### src/rtl/qrtc_pkg.sv
package qrtc_pkg;
  localparam int ADDR_W = 4;

  localparam logic [ADDR_W-1:0] A_STAT    = 4'd0;
  localparam logic [ADDR_W-1:0] A_IEN     = 4'd1;
  localparam logic [ADDR_W-1:0] A_HALF0   = 4'd2;
  localparam logic [ADDR_W-1:0] A_DIV_HI  = 4'd8;
  localparam logic [ADDR_W-1:0] A_DIV_LO  = 4'd9;

  localparam int NHALF = 6;
  localparam int H_RL_HI  = 0;
  localparam int H_RL_LO  = 1;
  localparam int H_CNT_HI = 2;
  localparam int H_CNT_LO = 3;
  localparam int H_MT_HI  = 4;
  localparam int H_MT_LO  = 5;

  localparam int B_QF   = 0;
  localparam int B_AF   = 1;
  localparam int B_WF   = 2;
  localparam int B_SYNC = 3;
  localparam int B_CFG  = 4;
  localparam int B_IDLE = 5;
endpackage

### src/rtl/qrtc_prescaler.sv
module qrtc_prescaler #(
  parameter int PRE_W = 20
) (
  input  logic             clk,
  input  logic             rst,
  input  logic             tick,
  input  logic             load,
  input  logic [PRE_W-1:0] load_val,
  input  logic [PRE_W-1:0] reload,
  output logic [PRE_W-1:0] div_q,
  output logic             quantum
);
  // a commit load takes priority over the tick of the same cycle
  assign quantum = tick && (div_q == '0) && !load;

  always_ff @(posedge clk) begin
    if (rst)       div_q <= '0;
    else if (load) div_q <= load_val;
    else if (tick) div_q <= (div_q == '0) ? reload : div_q - PRE_W'(1);
  end
endmodule

### src/rtl/qrtc_commit.sv
module qrtc_commit #(
  parameter int REG_W      = 16,
  parameter int NH         = 6,
  parameter int COMMIT_CYC = 3,
  parameter int SYNC_TICKS = 2
) (
  input  logic              clk,
  input  logic              rst,
  input  logic [NH-1:0]     hw_wr,
  input  logic [REG_W-1:0]  wdata,
  input  logic              start,
  input  logic              tick,
  input  logic              sync_clr,
  output logic [NH*REG_W-1:0] shadow,
  output logic [NH-1:0]     pend,
  output logic              commit,
  output logic              busy,
  output logic              sync
);
  localparam int BW = $clog2(COMMIT_CYC + 1);
  localparam int SW = $clog2(SYNC_TICKS + 1);

  logic [BW-1:0] busy_cnt;
  logic [SW-1:0] sync_cnt;

  assign busy   = (busy_cnt != '0);
  assign commit = (busy_cnt == BW'(1));

  for (genvar h = 0; h < NH; h++) begin : g_half
    always_ff @(posedge clk) begin
      if (hw_wr[h]) shadow[h*REG_W +: REG_W] <= wdata;
    end
    always_ff @(posedge clk) begin
      if (rst)            pend[h] <= 1'b0;
      else if (commit)    pend[h] <= 1'b0;
      else if (hw_wr[h])  pend[h] <= 1'b1;
    end
  end

  always_ff @(posedge clk) begin
    if (rst)        busy_cnt <= '0;
    else if (start) busy_cnt <= BW'(COMMIT_CYC);
    else if (busy)  busy_cnt <= busy_cnt - BW'(1);
  end

  always_ff @(posedge clk) begin
    if (rst || commit || sync_clr) begin
      sync     <= 1'b0;
      sync_cnt <= '0;
    end else if (!sync && !busy && tick) begin
      if (sync_cnt == SW'(SYNC_TICKS - 1)) sync <= 1'b1;
      else                                 sync_cnt <= sync_cnt + SW'(1);
    end
  end
endmodule

### src/rtl/quantum_rtc.sv
module quantum_rtc
  import qrtc_pkg::*;
#(
  parameter int REG_W      = 16,
  parameter int PRE_W      = 20,
  parameter int COMMIT_CYC = 3,
  parameter int SYNC_TICKS = 2
) (
  input  logic             clk,
  input  logic             rst,
  input  logic             tick,
  input  logic             bus_sel,
  input  logic             bus_we,
  input  logic [3:0]       bus_addr,
  input  logic [REG_W-1:0] bus_wdata,
  output logic [REG_W-1:0] bus_rdata,
  output logic             irq
);
  localparam int CNT_W    = 2 * REG_W;
  localparam int PRE_HI_W = PRE_W - REG_W;

  logic             wr, wr_stat, cfg_en, cfg_close;
  logic [NHALF-1:0] hw_wr, pend;
  logic [NHALF*REG_W-1:0] shadow;
  logic             commit, busy, sync;
  logic [PRE_W-1:0] reload_q, reload_nx, div_q;
  logic [CNT_W-1:0] cnt_q, cnt_nx, match_q, match_nx;
  logic             quantum, rl_load, cnt_load, mt_load;
  logic             qf, af, wf, wrap_hit, match_hit;
  logic [2:0]       ien;
  logic             unused_hi_bits;

  assign wr        = bus_sel && bus_we;
  assign wr_stat   = wr && (bus_addr == A_STAT);
  assign cfg_close = wr_stat && cfg_en && !bus_wdata[B_CFG] && !busy;

  for (genvar h = 0; h < NHALF; h++) begin : g_wr
    assign hw_wr[h] = wr && cfg_en && (bus_addr == A_HALF0 + 4'(h));
  end

  qrtc_commit #(.REG_W(REG_W), .NH(NHALF), .COMMIT_CYC(COMMIT_CYC),
                .SYNC_TICKS(SYNC_TICKS)) u_commit (
    .clk(clk), .rst(rst), .hw_wr(hw_wr), .wdata(bus_wdata), .start(cfg_close),
    .tick(tick), .sync_clr(wr_stat && !bus_wdata[B_SYNC]),
    .shadow(shadow), .pend(pend), .commit(commit), .busy(busy), .sync(sync));

  assign unused_hi_bits = ^shadow[H_RL_HI*REG_W + PRE_HI_W +: (REG_W - PRE_HI_W)];

  assign rl_load  = commit && (pend[H_RL_HI] || pend[H_RL_LO]);
  assign cnt_load = commit && (pend[H_CNT_HI] || pend[H_CNT_LO]);
  assign mt_load  = commit && (pend[H_MT_HI] || pend[H_MT_LO]);

  assign reload_nx = {pend[H_RL_HI] ? shadow[H_RL_HI*REG_W +: PRE_HI_W] : reload_q[PRE_W-1:REG_W],
                      pend[H_RL_LO] ? shadow[H_RL_LO*REG_W +: REG_W]    : reload_q[REG_W-1:0]};
  assign cnt_nx    = {pend[H_CNT_HI] ? shadow[H_CNT_HI*REG_W +: REG_W] : cnt_q[CNT_W-1:REG_W],
                      pend[H_CNT_LO] ? shadow[H_CNT_LO*REG_W +: REG_W] : cnt_q[REG_W-1:0]};
  assign match_nx  = {pend[H_MT_HI] ? shadow[H_MT_HI*REG_W +: REG_W] : match_q[CNT_W-1:REG_W],
                      pend[H_MT_LO] ? shadow[H_MT_LO*REG_W +: REG_W] : match_q[REG_W-1:0]};

  qrtc_prescaler #(.PRE_W(PRE_W)) u_pre (
    .clk(clk), .rst(rst), .tick(tick), .load(rl_load), .load_val(reload_nx),
    .reload(reload_q), .div_q(div_q), .quantum(quantum));

  assign wrap_hit  = quantum && !cnt_load && (cnt_q == '1);
  assign match_hit = quantum && !cnt_load && ((cnt_q + CNT_W'(1)) == match_q);

  always_ff @(posedge clk) begin
    if (rst) begin
      reload_q <= '0;
      cnt_q    <= '0;
      match_q  <= '1;
    end else begin
      if (rl_load)       reload_q <= reload_nx;
      if (cnt_load)      cnt_q    <= cnt_nx;
      else if (quantum)  cnt_q    <= cnt_q + CNT_W'(1);
      if (mt_load)       match_q  <= match_nx;
    end
  end

  always_ff @(posedge clk) begin
    if (rst) begin
      cfg_en <= 1'b0;
      ien    <= '0;
      qf     <= 1'b0;
      af     <= 1'b0;
      wf     <= 1'b0;
      irq    <= 1'b0;
    end else begin
      if (wr_stat && !busy)                   cfg_en <= bus_wdata[B_CFG];
      if (wr && (bus_addr == A_IEN))          ien    <= bus_wdata[2:0];
      if (quantum)                            qf <= 1'b1;
      else if (wr_stat && !bus_wdata[B_QF])   qf <= 1'b0;
      if (match_hit)                          af <= 1'b1;
      else if (wr_stat && !bus_wdata[B_AF])   af <= 1'b0;
      if (wrap_hit)                           wf <= 1'b1;
      else if (wr_stat && !bus_wdata[B_WF])   wf <= 1'b0;
      irq <= |({wf, af, qf} & ien);
    end
  end

  always_ff @(posedge clk) begin
    if (rst) begin
      bus_rdata <= '0;
    end else if (bus_sel && !bus_we) begin
      bus_rdata <= '0;
      case (bus_addr)
        A_STAT: begin
          bus_rdata[B_QF]   <= qf;
          bus_rdata[B_AF]   <= af;
          bus_rdata[B_WF]   <= wf;
          bus_rdata[B_SYNC] <= sync;
          bus_rdata[B_CFG]  <= cfg_en;
          bus_rdata[B_IDLE] <= !busy;
        end
        A_IEN:    bus_rdata <= REG_W'(ien);
        4'd2:     bus_rdata <= REG_W'(reload_q[PRE_W-1:REG_W]);
        4'd3:     bus_rdata <= reload_q[REG_W-1:0];
        4'd4:     bus_rdata <= cnt_q[CNT_W-1:REG_W];
        4'd5:     bus_rdata <= cnt_q[REG_W-1:0];
        4'd6:     bus_rdata <= match_q[CNT_W-1:REG_W];
        4'd7:     bus_rdata <= match_q[REG_W-1:0];
        A_DIV_HI: bus_rdata <= REG_W'(div_q[PRE_W-1:REG_W]);
        A_DIV_LO: bus_rdata <= div_q[REG_W-1:0];
        default:  bus_rdata <= '0;
      endcase
    end
  end
endmodule

### config.mk
export PLATFORM = sky130hd
export DESIGN_NAME = quantum_rtc
export DESIGN_NICKNAME = d
export VERILOG_FILES = /design/src/rtl/qrtc_pkg.sv /design/src/rtl/qrtc_prescaler.sv /design/src/rtl/qrtc_commit.sv /design/src/rtl/quantum_rtc.sv
export SDC_FILE = /design/constraint.sdc
export NUM_CORES = 1
export LEC_CHECK = 0
export BUFFER_PORTS_ARGS = -buffer_cell sky130_fd_sc_hd__buf_2
export CORE_UTILIZATION = 36
export CTS_CLUSTER_SIZE = 14
export DETAILED_ROUTE_END_ITERATION = 8
export GPL_TIMING_DRIVEN = 0
export HOLD_SLACK_MARGIN = 0.03
export PLACE_DENSITY_LB_ADDON = 0.3
export SETUP_SLACK_MARGIN = 0.5
export SLEW_MARGIN = 40
export SYNTH_ARGS = -nofsm -noshare
export SYNTH_HDL_FRONTEND = slang
export SYNTH_HIERARCHICAL = 1
export SYNTH_SLANG_ARGS = --single-unit
export TNS_END_PERCENT = 5
### constraint.sdc
create_clock -name clk -period 6.54 [get_ports clk]
set_clock_uncertainty 0.15 [all_clocks]
set_input_delay 0 -clock clk [delete_from_list [all_inputs] [get_ports clk]]
set_output_delay 0 -clock clk [all_outputs]
set_load 0.02 [all_outputs]
# Word level (Yosys, flattened, before mapping)
# Cells that the tools add are included.
# totals
elab_cells	129
reg_bits	223
output_inout_bits	17
input_bits	25
# classes
addsub	4
eq_ne	15
reduce_logical	61
n_bitwise	2
mux	19
# ops
op	n
two-way mux 32 bit	2
two-way mux 20 bit	3
case mux 10 bit (6 select lines)	1
case mux 6 bit (10 select lines)	1
two-way mux 16 bit	3
adder 32 x 1 -> 32 bit (second input constant)	1
equality test 32 bit	1
equality test 32 bit (second input constant)	1
logical AND 1 bit	29
logical NOT 20 bit	1
subtractor 20 x 1 -> 20 bit (second input constant)	1
equality test 4 x 3 -> 1 bit (second input constant)	4
nonzero test 2 bit	7
AND reduction 2 bit	6
logical NOT 1 bit	10
equality test 4 x 2 -> 1 bit (second input constant)	2
equality test 4 bit (second input constant)	2
two-way mux 1 bit	6
logical OR 1 bit	5
equality test 2 x 1 -> 1 bit (second input constant)	2
equality test 4 x 1 -> 1 bit (second input constant)	1
logical NOT 4 bit	1
two-way mux 2 bit	2
two-way mux 4 bit	1
7 further kinds	8

# Longest topological paths before layout
# logic_depth
ltp_word	7
depth_mapped	13
mapped_depth_nobuf	12

# By module
# Netlist, hierarchy kept.
# modules_own_cells
mod	area_per_inst_um2	n_inst	seq_area_each_um2	cells_each
quantum_rtc	6887.9	1	2162.1	862
qrtc_commit	3310.7	1	3103.0	134
qrtc_prescaler	1516.5	1	400.4	190

# Worst setup path after synthesis
# Ideal clock, no wire load.
# synth_path
kind	register to register
from	register u_pre.div_q[5]
to	register af
path_buffers	1
arrival_time_ns	2.895
path_stages_with_launch	12
path_slack_ns	3.411
cell_sequence	dfxtp_1 -> nor4_4 -> nor3b_4 -> nand4bb_2 -> buf_2 -> nor2_1 -> o211ai_1 -> or3_1 -> a2111o_1 -> nor4_1 -> nand4_1 -> o31ai_2
# synth_between
elab_chain_len	6
word_cells_on_any_way	7
# synth_rtl
element	line	source
start: declaration	qrtc_prescaler.sv:10	output logic [PRE_W-1:0] div_q,
start signal: assignment	qrtc_prescaler.sv:18	else if (load) div_q <= load_val;
start signal: assignment	qrtc_prescaler.sv:19	else if (tick) div_q <= (div_q == '0) ? reload : div_q - PRE_W'(1);
logical NOT 20 bit *	qrtc_prescaler.sv:14	assign quantum = tick && (div_q == '0) && !load;
logical AND 1 bit * (2 in series)	qrtc_prescaler.sv:14	
via quantum	quantum_rtc.sv:28	logic quantum, rl_load, cnt_load, mt_load;
logical AND 1 bit * (2 in series)	quantum_rtc.sv:65	assign match_hit = quantum && !cnt_load && ((cnt_q + CNT_W'(1)) == match_q);
two-way mux 1 bit or nonzero test 2 bit (tied branches)	n/a	
end signal: assignment	quantum_rtc.sv:85	af <= 1'b0;
end signal: assignment	quantum_rtc.sv:93	if (match_hit) af <= 1'b1;
end signal: assignment	quantum_rtc.sv:94	else if (wr_stat && !bus_wdata[B_AF]) af <= 1'b0;
end: declaration	quantum_rtc.sv:29	logic qf, af, wf, wrap_hit, match_hit;
# Mark *: on every way through the listed nets, which the timed path passes. The rest lies on a longest branch.
# A chain may end at the register's enable or synchronous reset.

# Worst setup path after layout
# layout_path
from	register u_pre.div_q[2]
to	register af
# The elaborated chain is that of the path after synthesis.

==> results.yml <==
final_layout:
  layout.core_utilization: 0.431
  antennaDiodeCount: 0
  layout.cells.most_common: "dfxtp_1"
  final_cell_mix: "139 x dfxtp_1, 115 x nor2_1, 84 x edfxtp_1"
  syn2layout_area_growth_pct: 17.1
  post-route-cell-area_um2: 13300
  fin_nets: 1310
  final_layout_size_suffix_gt1_frac: 0.129
worst_setup_path:
  cp_data_required_time_ps: 6860
  setup.worst_path.end_class: "register"
  cp.arrival_ps: 4560
  critical_path_peak_fanout: 10
  timing_worst_setup_path_type: "register to register"
  critical_path.startpoint_type: "register"
drt:
  remaining_drc_errors: 6
  via_per_inst: 6.03
  route.antenna.remaining_nets: 0
  detailroute.via_count: 10200
  post_drt_wl_per_cell_um: 24.9
  drt_pass1_iterations: 8
  postRouteWirelength_um: 42200
  drt-initial-drc-count: 1441
floorplanning:
  fp.coreArea_um2: 30800
  initial_core_utilization: 0.368
  floorplan.die_area_um2: 32300
  dieHeight_um: 180
  number_of_cell_rows: 64
  io_pins: 42
  horizontal_extent_of_the_die_um: 180
clocking:
  clock_latency_ps: 550
  clk_path_buf_depth: 3
  cts-resized-gates: 0
  cts_root_buffer: "clkbuf_16"
  clkSlewWorstSetupHoldPaths_ps: 60
  cts.sink_count: 223
  numCtsBuffers: 25
  clock_tree_from_tritoncts: "built"
  cts.htree.levels: 1
grt:
  grt.total_usage: 0.258
  gr-total-overflow: 0
  grt_first_pass_wirelength_um: 62200
  grt_antenna_before_repair: 0
  first_global_vias: 9483
  grt_max_degree: 18
placed_design:
  gp_congestion: 1.02
  buffer_ports.inserted: 38
  placement.cell_area_um2: 12200
  hpwl_um: 31200
yosys:
  mappedNetlistArea_um2: 11400
  postSynthNetCount: 1205
  post_synth.cell_area_avg_um2: 9.67
  syn_inst: 1174
  synth-warning-count: 6
timing:
  grt_setup_unrepaired: "false"
  hold_ws_ps: 68.8
  tns_ps: 0
  maxSlewViolCount: 0
  max_freq_ghz: 0.236
  final-hold-violation-count: 0
  timing.final.crit_period_ps: 4250
  max_slew_margin: 0.461
  timing.final.crit_share: 0.649
  finalSetupViolCount: 0
  max_slew.worst_pin.slew_ps: 808
status:
  violations: "DRC"
  status: "complete, but fails checks"
run:
  maxCapViolCount: 0
min_path:
  hold_class: "input pin to register"
power_and_ir_drop:
  power_density_nw_per_um2: 323
  ir_drop_mv: 0.179
  cellLeakagePower_nw: 4.56
[power by group]
| part | switching [mW] | total, mW | internal [mW] |
|---|---|---|---|
| clock | 0.583 | 1.45 | 0.872 |
| sequential | 0.141 | 1.66 | 1.52 |
| combinational | 0.695 | 1.18 | 0.483 |
[area by class of cell]
type	instances	area, µm²
fill	3010	17500
multi-input combinational	843	5640
sequential	223	5310
clock buffer	29	651
timing repair buffer	78	536
tap	396	495
buffer	94	413
clock inverter	17	196
inverter	14	52.6
[registers in the layout, indices dropped and copies added (netlist names)]
register / count
irq: 1
u_commit/sync: 1
reload_q: 20
qf: 1
af: 1
bus_rdata: 16
u_commit/pend: 6
cfg_en: 1
wf: 1
match_q: 32
u_commit/shadow: 84
u_commit/busy_cnt: 2
cnt_q: 32
u_commit/sync_cnt: 2
u_pre/div_q: 20
ien: 3
[path summary, 6_finish.rpt]
kind	cells after the start	start	slack [ps]	to
min reg2reg	1	u_commit/pend[1]$_SDFFE_PP0P_	310	u_commit/pend[1]$_SDFFE_PP0P_
max reg2reg	11	u_pre/div_q[2]$_SDFFE_PP0P_	2290	af$_SDFFE_PP0P_
max	11	u_pre/div_q[2]$_SDFFE_PP0P_	2290	af$_SDFFE_PP0P_
min	3	bus_addr[1]	70	u_commit/shadow[64]$_DFFE_PP_
[worst max-delay path: stages (launching register included)]
cell       delay (ps)
dfxtp_1           410
nor4_4            470
nor3b_4           430
nand4bb_2         210
buf_2             280
nor2_1            560
o211ai_1          170
or3_1             390
a2111o_1          300
nor4_1            380
nand4_1           190
o31ai_2           200
[through the flow]
step	instances	power, mW	setup slack, ps
CTS	1693	4.28	2410
global placement	1608	2.79	2200
finish	1694	4.30	2290
floorplan	1174	2.49	3410
detailed placement	1621	2.80	2410
global route	1694	4.47	2200
[what timing repair did]
| item | CTS | global route |
|---|---|---|
| hold endpoints to repair | 119 | 0 |
| hold buffers | 26 | 0 |
| setup buffers | 0 | 0 |
[per-layer routing]
metal	wire, µm	up-vias	global-route usage
met5	0	-	0
met4	1630	0	0.0997
met3	3730	85	0.0450
met2	18000	560	0.384
met1	18800	4959	0.370
li1	-	4610	-
Power figures use the tool's default switching activity.
